File: src/rtl/clock_motor_pkg.sv
package clock_motor_pkg;

  // Strobes from the sequencing control to the timing/output datapath.
  typedef struct packed {
    logic clearDiv;  // hold the prescaler at zero
    logic porLoad;   // load the start-up line choice (line 1)
    logic flip;      // move the active line to the other pin
    logic drive;     // a pulse is currently being driven
  } motCmd_t;

endpackage

File: src/rtl/motor_ctrl.sv
module motor_ctrl
  import clock_motor_pkg::*;
#(
  parameter int TICKS_PER_SEC = 16,
  parameter int RESUME_TICKS  = 17
) (
  input  logic    clk,
  input  logic    rst,
  input  logic    powerUp,
  input  logic    modeSel,
  input  logic    tick,
  output motCmd_t cmd,
  output logic    stepMode
);

  localparam int WW = $clog2(RESUME_TICKS + 1);
  localparam logic [WW-1:0] GAP_STEP   = WW'(TICKS_PER_SEC - 1);
  localparam logic [WW-1:0] GAP_RESUME = WW'(RESUME_TICKS);
  localparam logic [WW-1:0] GAP_ONE    = WW'(1);

  logic          modeQ;     // 1 = step, 0 = sweep
  logic          pulseOn;
  logic [WW-1:0] waitLeft;  // ticks remaining before the next pulse start
  logic          running;
  logic          startNow;

  assign running  = !powerUp && !rst;
  assign startNow = !pulseOn && (waitLeft <= GAP_ONE);

  always_ff @(posedge clk) begin
    if (powerUp) begin
      modeQ    <= modeSel;
      pulseOn  <= 1'b1;
      waitLeft <= GAP_ONE;
    end else if (rst) begin
      modeQ    <= modeSel;
      pulseOn  <= 1'b0;
      waitLeft <= modeSel ? GAP_RESUME : GAP_ONE;
    end else if (tick) begin
      if (pulseOn) begin
        if (modeQ) begin
          pulseOn  <= 1'b0;
          waitLeft <= GAP_STEP;
        end
      end else if (startNow) begin
        pulseOn <= 1'b1;
      end else begin
        waitLeft <= waitLeft - GAP_ONE;
      end
    end
  end

  always_comb begin
    cmd.clearDiv = powerUp || rst;
    cmd.porLoad  = powerUp;
    cmd.drive    = pulseOn;
    cmd.flip     = running && tick && ((pulseOn && !modeQ) || startNow);
  end

  assign stepMode = modeQ;

  // a step pulse ends on the first tick after it started
  a_r3_step_one_tick: assert property (@(posedge clk) disable iff (rst || powerUp)
    (modeQ && pulseOn && tick) |=> !pulseOn);

  // in sweep mode, once a pulse is driven, driving never stops
  a_r2_sweep_continuous: assert property (@(posedge clk) disable iff (rst || powerUp)
    (!modeQ && pulseOn) |=> pulseOn);

  // the captured mode does not move outside reset and power-up
  a_r8_mode_hold: assert property (@(posedge clk) disable iff (rst || powerUp)
    1'b1 |=> $stable(modeQ));

endmodule

File: src/rtl/motor_dp.sv
module motor_dp
  import clock_motor_pkg::*;
#(
  parameter int TICK_LOG2 = 18
) (
  input  logic    clk,
  input  motCmd_t cmd,
  output logic    tick,
  output logic    motO1,
  output logic    motO2
);

  logic [TICK_LOG2-1:0] divCnt;
  logic                 curPin;  // 0 = line 1 active/last, 1 = line 2

  always_ff @(posedge clk) begin
    if (cmd.clearDiv) divCnt <= '0;
    else              divCnt <= divCnt + 1'b1;
  end

  assign tick = &divCnt;

  always_ff @(posedge clk) begin
    if (cmd.porLoad)   curPin <= 1'b0;
    else if (cmd.flip) curPin <= !curPin;
  end

  assign motO1 = !(cmd.drive && !curPin);
  assign motO2 = !(cmd.drive && curPin);

  // the two lines are never pulled low together
  a_r9_never_both_low: assert property (@(posedge clk) !(!motO1 && !motO2));

  // power-up forces line 1 low, line 2 high
  a_r7_por_pattern: assert property (@(posedge clk)
    cmd.porLoad |=> (!motO1 && motO2));

  // reset without power-up leaves both lines high
  a_r4_reset_idle: assert property (@(posedge clk)
    (cmd.clearDiv && !cmd.porLoad) |=> (motO1 && motO2));

  // the prescaler restarts from zero after a tick
  a_r1_tick_wrap: assert property (@(posedge clk) disable iff (cmd.clearDiv)
    tick |=> !tick);

endmodule

File: src/rtl/clock_motor_drv.sv
module clock_motor_drv
  import clock_motor_pkg::*;
#(
  parameter int TICK_LOG2     = 18,
  parameter int TICKS_PER_SEC = 16,
  parameter int RESUME_TICKS  = TICKS_PER_SEC + 1
) (
  input  logic clk,
  input  logic rst,
  input  logic powerUp,
  input  logic modeSel,
  output logic motO1,
  output logic motO2
);

  motCmd_t cmd;
  logic    tick;
  logic    stepMode;

  motor_ctrl #(
    .TICKS_PER_SEC(TICKS_PER_SEC),
    .RESUME_TICKS (RESUME_TICKS)
  ) u_ctrl (
    .clk     (clk),
    .rst     (rst),
    .powerUp (powerUp),
    .modeSel (modeSel),
    .tick    (tick),
    .cmd     (cmd),
    .stepMode(stepMode)
  );

  motor_dp #(
    .TICK_LOG2(TICK_LOG2)
  ) u_dp (
    .clk  (clk),
    .cmd  (cmd),
    .tick (tick),
    .motO1(motO1),
    .motO2(motO2)
  );

  // in sweep mode a tick during a line-1 pulse hands over to line 2
  a_r2_sweep_handover: assert property (@(posedge clk) disable iff (rst || powerUp)
    (!stepMode && tick && !motO1) |=> (motO1 && !motO2));

endmodule

File: config.mk
export PLATFORM = sky130hd
export DESIGN_NAME = clock_motor_drv
export DESIGN_NICKNAME = d
export VERILOG_FILES = /design/src/rtl/clock_motor_pkg.sv /design/src/rtl/motor_ctrl.sv /design/src/rtl/motor_dp.sv /design/src/rtl/clock_motor_drv.sv
export SDC_FILE = /design/constraint.sdc
export NUM_CORES = 1
export LEC_CHECK = 0
export CAP_MARGIN = 20
export CORE_UTILIZATION = 30
export CTS_BUF_LIST = sky130_fd_sc_hd__clkbuf_8
export DETAILED_ROUTE_END_ITERATION = 7
export GPL_TIMING_DRIVEN = 0
export SYNTH_ARGS = -nofsm -noshare
export SYNTH_HDL_FRONTEND = slang
export SYNTH_SLANG_ARGS = --single-unit
File: constraint.sdc
create_clock -name clk -period 1.8 [get_ports clk]
set_input_delay 0.36 -clock clk [delete_from_list [all_inputs] [get_ports clk]]
set_output_delay 0.36 -clock clk [all_outputs]
set_load 0.1 [all_outputs]
==> metrics, run 1 <==
IO Pins=6; Clock Latency Late Sink=0.27 ns; Post-synth EDFFs=1; Clock Tree Root=clkbuf_8; TritonCTS clock tree=yes; CTS max path bufs=2; Leakage=~0.52 nW; DRT iter0 DRCs=28; clock share of power=between 30% and 40%; ANT cells=0; Vias/cell=5.28; P_sw=between 0.2 and 0.25 mW; core area=just over 0.004 sq mm; Hold Crit Depth=1; Yosys Warn Count=0; Pre-Repair DR Iteration Count=4; synthesized area=0.00130 sq mm; Final HPWL DP=1.96 mm; CP top delay family=simple AND/OR/NAND/NOR gates; sequential share of the synthesized area=between 40 and 50%; Worst Tran Pin Value=around 0.55 ns; commonest non-fill, non-tap cells in the layout=22 x dfxtp_1, 14 x nor2_1, 9 x nand2_1; part of the power in combinational logic=about 6.7%; Final period util=around 100%; Die Y=just under 70 um; VDD IR max=0.425 mV; Die Span X=67.8 um; drc violations=0; pin count of the biggest net entering global routing=15; clock buffer count from CTS=3; Mean Syn Cell Area=~9.0 sq um; H-tree lvl count=1; Max Fanout on Critical Path=6; WL/cell=roughly 13 um; setup TNS=0 ns; Nets=about 160; register bit total from synthesis=26; Arrival @ worst endpoint=about 1.9 ns; vias in the first global route=roughly 1000; CP required=between 1.5 and 2 ns; Min Hold Slack=0.435 ns; Unique masters post-synth=44; clock sink count=26; kind of critical path=flip-flop to flip-flop; Int Power=between 0.8 and 0.9 mW; final hold vios=0; Top FF cell, synth=dfxtp_1; Starting Density=31.8%; CP max stage delay=approximately 0.36 ns; row cnt=23; critical path's slowest cell=dfxtp_2; P per Cell Area=around 680 mW/mm^2; Mapped Cells=roughly 150; CP Capture Type=flip-flop; status=complete, no violations; first-pass GRT wire length=4.41 mm; layout cells sized above 1=between 10% and 20%; ANT nets after route=0; most common cell after layout, fill and taps aside=dfxtp_1; max-slew violations=0; GR Overflow Total=0; final core occ=37.0%; FMAX=around 570 MHz; Final min period=around 1.8 ns; Setup Skew=0.00488 ns; Syn-to-layout area delta=16.3%; Die ar.=approximately 0.0046 sq mm; GRT Overall Usage=around an eighth; buffers plus inverters on the worst setup path=1; sw frac=between 20% and 30%; Post-synth ARST share=0%; Reg clk slew, reported paths=0.09 ns; max_slew headroom=approximately 63%; HP Class=flip-flop to flip-flop; gpl congestion=about 0.8; initial antenna violation count=0; CP cell instances=ha_2, and4_1, buf_6, nand4_4, nor4b_2, mux2_1; Reg power frac=between 50% and 60%; Post-Syn Nets=between 150 and 200; maxcap violations=0; Crit. path cell count=6; total wire length=2.67 mm; RSZ-0062 raised after global routing=true; Worst Reg-to-Reg Cells=6; IO Port Bufs=5; cts hold-fix bufs=0; final setup fails=0; CP startpoint kind=flip-flop; total number of vias=about 1100
synthesized netlist by cell type, types with 2 or more instances:
master,count,area [sq um]
and3_1,2,12.5
and4_1,2,17.5
a311oi_1,3,26.3
or2_2,2,12.5
and2_1,4,25.0
xnor2_1,6,52.6
a31oi_1,3,18.8
dfxtp_1,25,500
ha_1,3,37.5
o21ai_0,4,20.0
nor4_1,4,25.0
nor3_1,3,15.0
o31ai_1,3,22.5
xor2_1,6,52.6
clkbuf_1,2,7.51
or3_1,2,12.5
nor2_1,15,56.3
a21oi_1,6,30.0
nand4_1,5,31.3
nand2b_1,2,12.5
nand2_1,9,33.8
nand3_1,4,20.0
inv_1,7,26.3
nor2b_1,2,12.5
or4_1,2,15.0
cell families after synthesis:
group                      Yosys count  synth area share (%)
buffers and inverters               12                  3.85
adders and majority gates            3                  2.89
and+or+nand+nor                     65                  29.7
DFF                                 26                  40.8
muxes                                1                 0.867
AOI/OAI and AO/OA                   26                  13.8
xor gates and xnor gates            12                  8.09
power by group through the flow:
stage / combinational (mW) / clock, mW / sequential, mW
after floorplan: 0.0438 / 0 / 0.602
after global placement: 0.0642 / 0 / 0.603
after detailed placement: 0.0649 / 0 / 0.603
after CTS: 0.0659 / 0.386 / 0.590
after global routing: 0.0746 / 0.407 / 0.591
final: 0.0690 / 0.372 / 0.590
layout make-up:
class,count,area (sq um)
buffer,4,23.8
clock buffer,4,55.1
fill,424,2580
inverter,8,31.3
multi-input combinational,107,732
sequential,26,534
tap,50,62.6
timing repair buffer,7,71.3
what timing repair did:
action	in CTS	in global routing
buffers inserted	1	1
gates resized for setup	12	4
endpoints found under the hold margin	0	0
cloned	0	0
pin swaps	0	2
endpoints found under the setup margin	14	9
sequential cells by signal, indices dropped and copies added (netlist names):
name             flops
u_dp.divCnt         18
u_ctrl.waitLeft      5
u_ctrl.pulseOn       1
u_ctrl.stepMode      1
u_dp.curPin          1
worst paths after layout:
check / startpoint / to / slack (ns)
worst max-delay path: u_dp.divCnt[0] / u_dp.curPin / 0.05
worst min-delay path: u_dp.divCnt[0] / u_dp.divCnt[0] / 0.44
worst max register to register: u_dp.divCnt[0] / u_dp.curPin / 0.05
worst min register to register: u_dp.divCnt[0] / u_dp.divCnt[0] / 0.44
metal layers:
| metal | part of all wire (%) | global-route usage [%] | vias to the layer above | routed length (um) |
|---|---|---|---|---|
| li1 | - | - | 551 | - |
| met1 | 47 | 14.7 | 526 | 1250 |
| met2 | 50 | 22.8 | 8 | 1340 |
| met3 | 2.0 | 3.04 | 2 | 52 |
| met4 | 0.90 | 4.43 | 0 | 24 |
| met5 | 0 | 0 | - | 0 |
metrics by stage:
step | power (mW) | setup slack (ns) | std cells | cell area [sq um]
after floorplan | 0.646 | 0.0757 | 145 | 1300
after detailed placement | 0.668 | -0.485 | 200 | 1410
final | 1.03 | 0.0452 | 206 | 1510
after CTS | 1.04 | 0.00687 | 205 | 1490
after global routing | 1.07 | -0.0226 | 206 | 1510
after global placement | 0.667 | -0.474 | 200 | 1410
Power figures use the tool's default switching activity.
==> run 2, diff against run 1 <==
--- a/config.mk
+++ b/config.mk
@@ -12,2 +12,3 @@
 export GPL_TIMING_DRIVEN = 0
+export MAX_ROUTING_LAYER = met4
 export SYNTH_ARGS = -nofsm -noshare
==> constraint.sdc (replaced) <==
create_clock -name clk -period 1.8 [get_ports clk]
set_input_delay 0.18 -clock clk [delete_from_list [all_inputs] [get_ports clk]]
set_output_delay 0.18 -clock clk [all_outputs]
set_load 0.1 [all_outputs]
==> metrics, run 2 (synthesis gave the netlist of run 1 again) <==
status=complete, no violations; P per Cell Area=672 mW/mm^2; Clock Latency Late Sink=around 0.27 ns; Worst Tran Pin Value=around 0.55 ns; vias in the first global route=about 1000; GR peak layer=met2; Final Non-Filler Cells=207; ANT cells=0; DRT iter0 DRCs=27; maxcap violations=0; Final min period=approximately 1.7 ns; commonest non-fill, non-tap cells in the layout=22 x dfxtp_1, 14 x nor2_1, 9 x nand2_1; clock buffer count from CTS=3; CTS max path bufs=2; final setup fails=0; Leakage=0.526 nW; Inst Count DP=200; Hold Startpoint=u_dp.divCnt[15]; IO Pins=6; pin count of the biggest net entering global routing=15; kind of critical path=flip-flop to flip-flop; max reg flops=18; GRT Overall Usage=a little over an eighth; HP Class=flip-flop to flip-flop; CP startpoint kind=flip-flop; most common cell after layout, fill and taps aside=dfxtp_1; Worst Setup SP=u_ctrl.waitLeft[1]; ANT nets after route=0; total wire length=roughly 2.7 mm; Clock Tree Root=clkbuf_8; VDD IR max=between 0.4 and 0.5 mV; Global Route met3 Usage=under 10%; max-slew violations=0; max_slew headroom=between 60% and 70%; largest register by flop count=u_dp.divCnt; initial antenna violation count=0; Arrival @ worst endpoint=1.91 ns; Vias/cell=~5.3; core area=about 0.0041 sq mm; dpl ws=-0.305 ns; fillcell total=approximately 420; total number of vias=approximately 1100; first-pass GRT wire length=between 4 and 5 mm; top flop regs=u_dp.divCnt: 18 flops, u_ctrl.waitLeft: 5 flops; Pre-Repair DR Iteration Count=4; drc violations=0; cts hold-fix bufs=0; Final period util=96.9%; TritonCTS clock tree=yes; Starting Density=a little under a third; CP Capture Type=flip-flop; Die Span X=67.8 um; Reg clk slew, reported paths=0.09 ns; H-tree lvl count=1; Hold Crit Depth=2; Max Fanout on Critical Path=4; Nets=165; Worst Reg-to-Reg Cells=6; Critical R2R Launch=u_ctrl.waitLeft[1]; Die ar.=0.00460 sq mm; met2 GRT Util=22.8%; layout cells sized above 1=17.8%; slack of the critical path=about 0.055 ns; Syn-to-layout area delta=18.4%; gpl congestion=0.826; GR Overflow Total=0; Setup Skew=between 0.006 and 0.007 ns; met1 Use GR=between 10% and 20%; overall power=1.03 mW; CP required=slightly below 2 ns; IO Port Bufs=5; Die Y=just under 70 um; clock sink count=26; Final HPWL DP=around 2.0 mm; final hold vios=0; FMAX=approximately 570 MHz; WL/cell=13.2 um; row cnt=23
## run 2: changes by cell type in the layout (fill, tap and decap cells not counted), sizes merged
| cell | change |
|---|---|
| buf | +1 |
## run 2: layout make-up
| cell class | count | area, sq um | area share [%] |
|---|---|---|---|
| multi-input combinational | 107 | 747 | 48.6 |
| timing repair buffer | 8 | 78.8 | 5.13 |
| clock buffer | 4 | 55.1 | 3.58 |
| inverter | 8 | 31.3 | 2.03 |
| tap | 50 | 62.6 | 4.07 |
| sequential | 26 | 539 | 35.1 |
| buffer | 4 | 23.8 | 1.55 |
## run 2: what timing repair did
action / CTS / global route
setup endpoints to repair: 5 / 9
buffers inserted: 1 / 2
gates resized for setup: 11 / 9
pin swaps: 0 / 1
hold endpoints to repair: 0 / 0
## run 2: worst max-delay path: stages (launching register included)
cell and delay [ns]:
dfxtp_2 0.36, inv_1 0.06, ha_1 0.18, o21bai_1 0.19, and2_1 0.22, o41a_1 0.40
o221a_1 0.23
## run 2: power breakdown
part | leakage (nW) | internal, mW | switching, mW | total (mW)
logic | 0.283 | 0.0249 | 0.0463 | 0.0711
clock network | 0.0288 | 0.195 | 0.177 | 0.373
registers | 0.214 | 0.584 | 0.00514 | 0.589
total | 0.526 | 0.804 | 0.229 | 1.03
## run 2: metrics by stage
stage          area, sq um  hold slack, ns  TNS (ns)  util (%)
2_1_floorplan         1300           0.279         0         -
3_3_place_gp          1410           0.448     -2.23      34.5
3_5_place_dp          1410           0.450     -2.60      34.5
4_1_cts               1490           0.437         0      36.4
5_1_grt               1540           0.506   -0.0150      37.6
6_report              1540           0.497         0      37.6
## run 2: worst paths after layout
path | endpoint | slack, ns
max | u_ctrl.waitLeft[3] | 0.06
max reg2reg | u_ctrl.waitLeft[3] | 0.06
min | u_dp.divCnt[15] | 0.50
min reg2reg | u_dp.divCnt[15] | 0.50
## run 2: metal layers
metal  wire, um  up-vias
met3         60        2
li1           -      551
met4         24        0
met2       1370        8
met1       1280      540
met5          0        -
==> run 3, diff against run 2 <==
- CAP_MARGIN: 20 -> not set
==> results of run 3 <==
The final DEF is identical to that of run 2; final timing and power are the same.
